===== src/rtl/prs_pkg.sv =====
package prs_pkg;
    localparam int NUM_THR = 5;
    localparam int NUM_BIN = NUM_THR - 1;
    localparam int ADDR_W  = 3;
    localparam logic [ADDR_W-1:0] ADDR_MODE = 3'd5;
    // hysteresis uses T1 as its low and T3 as its high threshold
    localparam int HYS_LO = 1;
    localparam int HYS_HI = 3;

    typedef enum logic [1:0] {
        MODE_CLIP  = 2'd0,
        MODE_QUANT = 2'd1,
        MODE_HYST  = 2'd2,
        MODE_ALT   = 2'd3
    } mode_e;

    typedef enum logic [1:0] {
        HC_WEAK   = 2'd0,
        HC_MID    = 2'd1,
        HC_STRONG = 2'd2
    } hclass_e;
endpackage


===== src/rtl/prs_cfg.sv =====
module prs_cfg
    import prs_pkg::*;
#(
    parameter int PIX_W = 8
) (
    input  logic                            clk,
    input  logic                            rst,
    input  logic                            we,
    input  logic [ADDR_W-1:0]               addr,
    input  logic [PIX_W-1:0]                wdata,
    output logic [NUM_THR-1:0][PIX_W-1:0]   thr,
    output mode_e                           mode
);
    function automatic logic [PIX_W-1:0] thr_default(int k);
        if (k >= NUM_BIN) return '1;
        return PIX_W'(k) << (PIX_W - 2);
    endfunction

    always_ff @(posedge clk) begin
        if (rst) begin
            for (int k = 0; k < NUM_THR; k++) thr[k] <= thr_default(k);
            mode <= MODE_CLIP;
        end else if (we) begin
            if (int'(addr) < NUM_THR) thr[addr] <= wdata;
            else if (addr == ADDR_MODE) mode <= mode_e'(wdata[1:0]);
        end
    end
endmodule


===== src/rtl/prs_classify.sv =====
module prs_classify
    import prs_pkg::*;
#(
    parameter int PIX_W = 8
) (
    input  logic                            clk,
    input  logic                            rst,
    input  logic                            in_valid,
    input  logic                            in_sol,
    input  logic [PIX_W-1:0]                in_pix,
    input  logic [NUM_THR-1:0][PIX_W-1:0]   thr,
    input  mode_e                           mode,
    output logic                            s1_valid,
    output logic                            s1_sol,
    output mode_e                           s1_mode,
    output logic [PIX_W-1:0]                s1_pix,
    output logic [PIX_W-1:0]                s1_clip,
    output logic [PIX_W-1:0]                s1_quant,
    output hclass_e                         s1_hcls,
    output logic [NUM_BIN-1:0]              s1_hit
);
    logic [PIX_W-1:0]   clip_c, quant_c;
    hclass_e            hcls_c;
    logic [NUM_BIN-1:0] hit_c;

    always_comb begin
        clip_c = in_pix;
        if (in_pix < thr[0]) clip_c = thr[0];
        else if (in_pix > thr[NUM_THR-1]) clip_c = thr[NUM_THR-1];

        // scan downward so the lowest qualifying threshold wins
        quant_c = thr[NUM_THR-1];
        for (int k = NUM_THR - 1; k >= 0; k--)
            if (in_pix <= thr[k]) quant_c = thr[k];

        if (in_pix >= thr[HYS_HI])     hcls_c = HC_STRONG;
        else if (in_pix < thr[HYS_LO]) hcls_c = HC_WEAK;
        else                           hcls_c = HC_MID;
    end

    for (genvar b = 0; b < NUM_BIN; b++) begin : g_bin
        assign hit_c[b] = (in_pix >= thr[b]) && (in_pix < thr[b+1]);
    end

    always_ff @(posedge clk) begin
        if (rst) begin
            s1_valid <= 1'b0;
            s1_sol   <= 1'b0;
            s1_mode  <= MODE_CLIP;
            s1_pix   <= '0;
            s1_clip  <= '0;
            s1_quant <= '0;
            s1_hcls  <= HC_WEAK;
            s1_hit   <= '0;
        end else begin
            s1_valid <= in_valid;
            if (in_valid) begin
                s1_sol   <= in_sol;
                s1_mode  <= mode;
                s1_pix   <= in_pix;
                s1_clip  <= clip_c;
                s1_quant <= quant_c;
                s1_hcls  <= hcls_c;
                s1_hit   <= hit_c;
            end
        end
    end
endmodule


===== src/rtl/prs_select.sv =====
module prs_select
    import prs_pkg::*;
#(
    parameter int PIX_W = 8
) (
    input  logic             clk,
    input  logic             rst,
    input  logic             frame_start,
    input  logic             s1_valid,
    input  logic             s1_sol,
    input  mode_e            s1_mode,
    input  logic [PIX_W-1:0] s1_clip,
    input  logic [PIX_W-1:0] s1_quant,
    input  hclass_e          s1_hcls,
    output logic             out_valid,
    output logic [PIX_W-1:0] out_pix
);
    logic             prev_strong;
    logic             prev_eff;
    logic [1:0]       hyst_code;
    logic [PIX_W-1:0] sel_pix;

    always_comb begin
        prev_eff = prev_strong && !s1_sol;
        case (s1_hcls)
            HC_STRONG: hyst_code = 2'd2;
            HC_MID:    hyst_code = prev_eff ? 2'd1 : 2'd0;
            default:   hyst_code = 2'd0;
        endcase
        case (s1_mode)
            MODE_QUANT: sel_pix = s1_quant;
            MODE_HYST:  sel_pix = PIX_W'(hyst_code);
            default:    sel_pix = s1_clip;
        endcase
    end

    always_ff @(posedge clk) begin
        if (rst) begin
            out_valid   <= 1'b0;
            out_pix     <= '0;
            prev_strong <= 1'b0;
        end else begin
            out_valid <= s1_valid;
            if (s1_valid) out_pix <= sel_pix;
            if (frame_start)   prev_strong <= 1'b0;
            else if (s1_valid) prev_strong <= (s1_hcls == HC_STRONG);
        end
    end
endmodule


===== src/rtl/prs_hist.sv =====
module prs_hist
    import prs_pkg::*;
#(
    parameter int PIX_W = 8,
    parameter int CNT_W = 16
) (
    input  logic                       clk,
    input  logic                       rst,
    input  logic                       frame_start,
    input  logic                       frame_end,
    input  logic                       s1_valid,
    input  logic [PIX_W-1:0]           s1_pix,
    input  logic [NUM_BIN-1:0]         s1_hit,
    output logic [NUM_BIN*CNT_W-1:0]   stat_bins,
    output logic [PIX_W-1:0]           stat_max
);
    logic [NUM_BIN-1:0][CNT_W-1:0] cnt;
    logic [PIX_W-1:0]              run_max;

    always_ff @(posedge clk) begin
        if (rst || frame_start) begin
            cnt     <= '0;
            run_max <= '0;
        end else if (s1_valid) begin
            for (int b = 0; b < NUM_BIN; b++)
                if (s1_hit[b] && (cnt[b] != '1)) cnt[b] <= cnt[b] + 1'b1;
            if (s1_pix > run_max) run_max <= s1_pix;
        end
    end

    always_ff @(posedge clk) begin
        if (rst) begin
            stat_bins <= '0;
            stat_max  <= '0;
        end else if (frame_end) begin
            stat_bins <= cnt;
            stat_max  <= run_max;
        end
    end
endmodule


===== src/rtl/pix_range_stat.sv =====
module pix_range_stat
    import prs_pkg::*;
#(
    parameter int PIX_W = 8,
    parameter int CNT_W = 16
) (
    input  logic                     clk,
    input  logic                     rst,
    input  logic                     cfg_we,
    input  logic [2:0]               cfg_addr,
    input  logic [PIX_W-1:0]         cfg_wdata,
    input  logic                     frame_start,
    input  logic                     frame_end,
    input  logic                     in_valid,
    input  logic                     in_sol,
    input  logic [PIX_W-1:0]         in_pix,
    output logic                     out_valid,
    output logic [PIX_W-1:0]         out_pix,
    output logic [4*CNT_W-1:0]       stat_bins,
    output logic [PIX_W-1:0]         stat_max
);
    logic [NUM_THR-1:0][PIX_W-1:0] thr_q;
    mode_e                         mode_q;
    logic                          s1_valid, s1_sol;
    mode_e                         s1_mode;
    logic [PIX_W-1:0]              s1_pix, s1_clip, s1_quant;
    hclass_e                       s1_hcls;
    logic [NUM_BIN-1:0]            s1_hit;

    prs_cfg #(.PIX_W(PIX_W)) u_cfg (
        .clk(clk), .rst(rst), .we(cfg_we), .addr(cfg_addr), .wdata(cfg_wdata),
        .thr(thr_q), .mode(mode_q)
    );

    prs_classify #(.PIX_W(PIX_W)) u_cls (
        .clk(clk), .rst(rst), .in_valid(in_valid), .in_sol(in_sol), .in_pix(in_pix),
        .thr(thr_q), .mode(mode_q),
        .s1_valid(s1_valid), .s1_sol(s1_sol), .s1_mode(s1_mode), .s1_pix(s1_pix),
        .s1_clip(s1_clip), .s1_quant(s1_quant), .s1_hcls(s1_hcls), .s1_hit(s1_hit)
    );

    prs_select #(.PIX_W(PIX_W)) u_sel (
        .clk(clk), .rst(rst), .frame_start(frame_start),
        .s1_valid(s1_valid), .s1_sol(s1_sol), .s1_mode(s1_mode),
        .s1_clip(s1_clip), .s1_quant(s1_quant), .s1_hcls(s1_hcls),
        .out_valid(out_valid), .out_pix(out_pix)
    );

    prs_hist #(.PIX_W(PIX_W), .CNT_W(CNT_W)) u_hist (
        .clk(clk), .rst(rst), .frame_start(frame_start), .frame_end(frame_end),
        .s1_valid(s1_valid), .s1_pix(s1_pix), .s1_hit(s1_hit),
        .stat_bins(stat_bins), .stat_max(stat_max)
    );
endmodule


===== config.mk =====
export PLATFORM = sky130hd
export DESIGN_NAME = pix_range_stat
export DESIGN_NICKNAME = d
export VERILOG_FILES = /design/src/rtl/prs_pkg.sv /design/src/rtl/prs_cfg.sv /design/src/rtl/prs_classify.sv /design/src/rtl/prs_select.sv /design/src/rtl/prs_hist.sv /design/src/rtl/pix_range_stat.sv
export SDC_FILE = /design/constraint.sdc
export NUM_CORES = 1
export LEC_CHECK = 0
export BUFFER_PORTS_ARGS = -buffer_cell sky130_fd_sc_hd__buf_4
export CORE_MARGIN = 2
export CORE_UTILIZATION = 50
export DETAILED_ROUTE_END_ITERATION = 16
export PLACE_DENSITY = 0.77
export SYNTH_ARGS = -nofsm -noshare
export SYNTH_HDL_FRONTEND = slang
export SYNTH_SLANG_ARGS = --single-unit

===== constraint.sdc =====
create_clock -name clk -period 5.8 [get_ports clk]
set_input_delay 0 -clock clk [delete_from_list [all_inputs] [get_ports clk]]
set_output_delay 0 -clock clk [all_outputs]
set_load 0.02 [all_outputs]

* After elaboration in Yosys (flattened, before gate mapping) *
Cells that the tools add are included.

word-level totals
  register bits after elaboration = 230

cells by class
  bitwise logic cells = 1
  $lt $le $gt $ge = 18
  multiplexer cells = 19
  eq/ne operators = 9
  reduce and logical (&&, ||, !) cells = 23
  add/sub/neg operators = 4

operators with widths
  kind                     number
  $mux W40                 3
  $add A16 B1 Y16 const B  4
  $mux W8                  8
  $ne A16 B16 Y1 const B   4
  $bwmux W40               1
  $lt A8 B8 Y1             5
  $ge A8 B8 Y1             4
  $le A8 B8 Y1             4
  $demux W8 S3             1
  $gt A8 B8 Y1             2
  $pmux W8 S2              1
  $reduce_and A2 Y1        7
  $logic_and A1 B1 Y1      10
  $eq A2 B1 Y1 const B     2
  $eq A2 B2 Y1 const B     2
  $lt A3 B4 Y1 const B     1
  $pmux W2 S2              1
  $reduce_bool A2 Y1       2
  $eq A3 B3 Y1 const B     1
  $ge A3 B1 Y1 const B     1
  $lt A3 B3 Y1 const B     1
  $mux W1                  3
  $reduce_and A3 Y1        1
  $mux W2                  1
  other kinds (4)          4

* Depth between registers and ports, before layout *
  depth in word-level cells = 8
  mapped depth = 11

* Hierarchy *
Synthesis repeated with hierarchy kept, for this count alone.

second synthesis, totals
  cells, all modules = 1209
  area total of the unflattened synthesis = 11153.2 um^2

modules (own cells, without submodules)
  module        cells each  times used  area each (um^2)  sequential area each (um^2)
  prs_hist      654         1           6078.3            2882.8
  prs_classify  353         1           2834.0            680.7
  prs_cfg       149         1           1745.4            920.9
  prs_select    53          1           495.5             200.2

* Least setup slack after synthesis *
No wires, ideal clock.

  path kind = flip-flop to flip-flop
  start point = reg (tool-made name)
  end point = reg u_cls.s1_quant[0]
  clock period less this slack = 2.070 ns
  library setup time = 0.121 ns
  data required time = 5.679 ns
  cell stages (with the launch flop) = 12
  path slack = 3.730 ns
  buffers on the path = 3
  arrival time = 1.949 ns
  path through = dfxtp_1 inv_1 ha_1 nand4_1 nor2_1 a211o_1 buf_2 and2_1 buf_2 buf_6 a211oi_1 o2bb2ai_1

RTL lines
  element               line                text
  end signal, assigned  prs_classify.sv:62  s1_quant <= quant_c;
  end, declared         prs_classify.sv:18  output logic [PIX_W-1:0] s1_quant,

==> flow_summary_export.csv <==
group,metric,value,unit
cells_and_area,area_growth,18.8,%
detailed_routing,wire_per_inst,16.0,um
synthesis,synthFlopType,"dfxtp_1",
detailed_routing,drcViolationCount,0,
timing,worst_pin_slew,1.13,ns
die,die_h,151,um
global_routing,overflow,0,
power_and_ir_drop,p_comb_share,9.5,%
detailed_routing,vias_per_cell,5.48,
timing,hold_viol_final,0,
setup_path,crit_required,6.25,ns
timing,skew,0.0183,ns
clock_tree,cts.sink_count,230,
cells_and_area,drive_above_1_share,12.6,%
clock_tree,cts_buffer_depth,3,
placed_design,hpwl,18000,um
synthesis,synthTopCellsByArea,"dfxtp_1 41%, mux2i_1 11%, nor2_1 6.9%",
setup_path,worstPathArrival,3.08,ns
die,io_pins,107,
timing,rsz0062_at_grt,"false",
cells_and_area,layout.nets,1412,
synthesis,synth-async-reset-ratio,0,%
job,cap_violations,0,
cells_and_area,n_antenna_cell,0,
synthesis,yosys.area.top_type,"dfxtp_1",
placed_design,io_buffers,106,
power_and_ir_drop,p_sw_share,24.2,%
setup_path,path_class,"flip-flop to flip-flop",
global_routing,grt_use_total,22.5,%
placed_design,place_congestion,0.943,
setup_path,critPathCaptureType,"flip-flop",
detailed_routing,drt_iter0_markers,630,
global_routing,grt_pass1_wl,41800,um
synthesis,synthesis.area,0.0108,mm2
setup_path,start_kind,"flip-flop",
power_and_ir_drop,p_int,0.00265,W
outcome,outcome,"completed",
power_and_ir_drop,seq_power_share,47.2,%
detailed_routing,ant_nets,0,
synthesis,synth_cell_types,63,
clock_tree,htreeDepth,1,
die,initial_core_util,51.2,%
placed_design,pre_cts_ws,3.29,ns
setup_path,regToRegSetupSlack,3.17,ns
timing,maxSlewHeadroom,24.6,%
detailed_routing,vias,8867,
synthesis,syn_nets,1301,
synthesis,yosysTopAreaCellShare,41.0,%
synthesis,ys.warnings.count,0,
clock_tree,cts_setup_buffers,0,
clock_tree,clock-root-buffer,"clkbuf_16",
die,core_area,0.0212,mm2
power_and_ir_drop,p_clk_share,43.3,%
timing,setup_viol,0,
detailed_routing,drt_first_pass_iters,6,
cells_and_area,final_common_cell,"dfxtp_1",
clock_tree,clk_pin_slew_worst_paths,0.06,ns
die,die-area,0.0229,mm2
power_and_ir_drop,ir_drop,0.189,mV
timing,max_freq,380,MHz
timing,timing.final.ws_setup,3.17,ns
clock_tree,cts_buffers,24,
timing,finalMaxSlewViolations,0,
power_and_ir_drop,p_per_area,272,mW/mm2
die,fp.dieW,151,um
synthesis,syn_inst,1218,
power_and_ir_drop,power_leakage,5.22,nW
synthesis,seq_area_frac_synth,43.2,%
cells_and_area,mostFrequentLayoutCells,"222 x dfxtp_1, 199 x nor2_1, 126 x nand2_1, 116 x mux2i_1, 110 x buf_4",
timing,fin_crit_sh,45.3,%
synthesis,avgSynthCellArea,8.89,um2
global_routing,grt_max_degree,98,
synthesis,synth-edff-count,8,
die,rows,53,
timing,fin_crit,2.63,ns
setup_path,crit_fanout,16,
synthesis,ys_ff_latch,230,
worst_hold_path,hold_class,"primary input to flip-flop",
worst_hold_path,worstHoldStart,"frame_end",
power_and_ir_drop,switching_power,0.000844,W
clock_tree,clk_latency,0.52,ns
clock_tree,cts_tree,"yes",
global_routing,antenna_found_initial,0,
detailed_routing,wl,26000,um
timing,setup_tns,0,ns
global_routing,grt_pass1_vias,8432,
-- layer usage --
layer  vias to the layer above  track usage, %  share of wire [%]  wire length, um
li1                       4432               -                  -                -
met1                      4138            30.5                 46            11900
met2                       256            37.1                 46            11900
met3                        41            3.22                6.4             1660
met4                         0            7.06                2.1              557
met5                         -               0                  0                0
-- cell type report --
type	count	area [um2]
tap	275	344
clock buffer	32	671
timing repair buffer	141	1140
multi-input combinational	873	5700
inverter	59	221
fill	1795	8290
clock inverter	9	108
sequential	230	4680
-- worst max-delay path: stages (launching register included) --
cell       delay [ns]
dfxtp_1          0.36
inv_1            0.08
ha_1             0.30
nand2_1          0.05
o21ai_1          0.28
mux2i_1          0.13
a21oi_1          0.88
o2111ai_1        0.27
o2bb2ai_1        0.20
-- power groups by stage --
stage / Clock [W] / Sequential [W] / Combinational [W]
after CTS: 0.00154 / 0.00165 / 0.000326
after floorplan: 0 / 0.00167 / 0.000216
after detailed placement: 0 / 0.00168 / 0.000307
after global placement: 0 / 0.00168 / 0.000302
final: 0.00151 / 0.00165 / 0.000331
after global routing: 0.00161 / 0.00165 / 0.000362
-- cells in the mapped netlist, types with 3 or more instances --
master,count
o21ai_1,4
and2_1,4
nand2b_1,4
edfxtp_1,8
a21oi_1,45
or2_2,4
mux2i_1,116
a211o_1,4
clkbuf_1,45
o21ai_0,46
dfxtp_1,222
buf_1,3
a21o_1,12
or3_1,14
nor3_1,10
nand3_1,33
nor2b_1,9
o2111ai_1,7
xor2_1,34
o21a_1,5
ha_1,57
o2bb2ai_1,7
xnor2_1,22
and4_1,9
nand2_1,126
inv_1,58
nand4_1,27
and3_1,9
a211oi_1,10
o221ai_1,8
a31oi_1,4
nand3b_1,3
nor2_1,199
o211ai_1,10
buf_2,7
-- final timing paths --
path,to,cells after the start
max,u_cls.s1_quant[5],8
min,u_hist.stat_bins[39],3
min reg2reg,flip-flop,2
max reg2reg,u_cls.s1_quant[5],8
-- logic make-up (layout without fill, tap and decap cells) --
| kind of cell | after synthesis | in the layout | share of synthesized area, % |
|---|---|---|---|
| buffers and inverters | 115 | 241 | 4.14 |
| AO/OA/AOI/OAI | 179 | 179 | 11.1 |
| flip-flops | 230 | 230 | 43.2 |
| adder cells (fa/ha/maj) | 57 | 57 | 6.58 |
| multiplexers | 116 | 116 | 10.7 |
| XOR/XNOR | 56 | 56 | 4.53 |
| AND/OR/NAND/NOR | 465 | 465 | 19.7 |
-- through the flow --
step | area (um2) | hold WS (ns) | util, % | instances | power (W)
floorplan | 10800 | 0.118 | - | 1218 | 0.00189
global placement | 11800 | 0.249 | 55.7 | 1547 | 0.00198
detailed placement | 11800 | 0.261 | 55.7 | 1547 | 0.00199
CTS | 12900 | 0.0451 | 60.8 | 1619 | 0.00352
global route | 12900 | 0.0708 | 60.8 | 1619 | 0.00362
finish | 12900 | 0.0474 | 60.8 | 1619 | 0.00349
-- repair_timing --
item                                    CTS  global route
endpoints found under the setup margin    0             0
resized for setup                         0             0
hold endpoints to repair                 78             0
hold buffers                             31             0
Note: power is estimated with default switching activity, not from simulation.
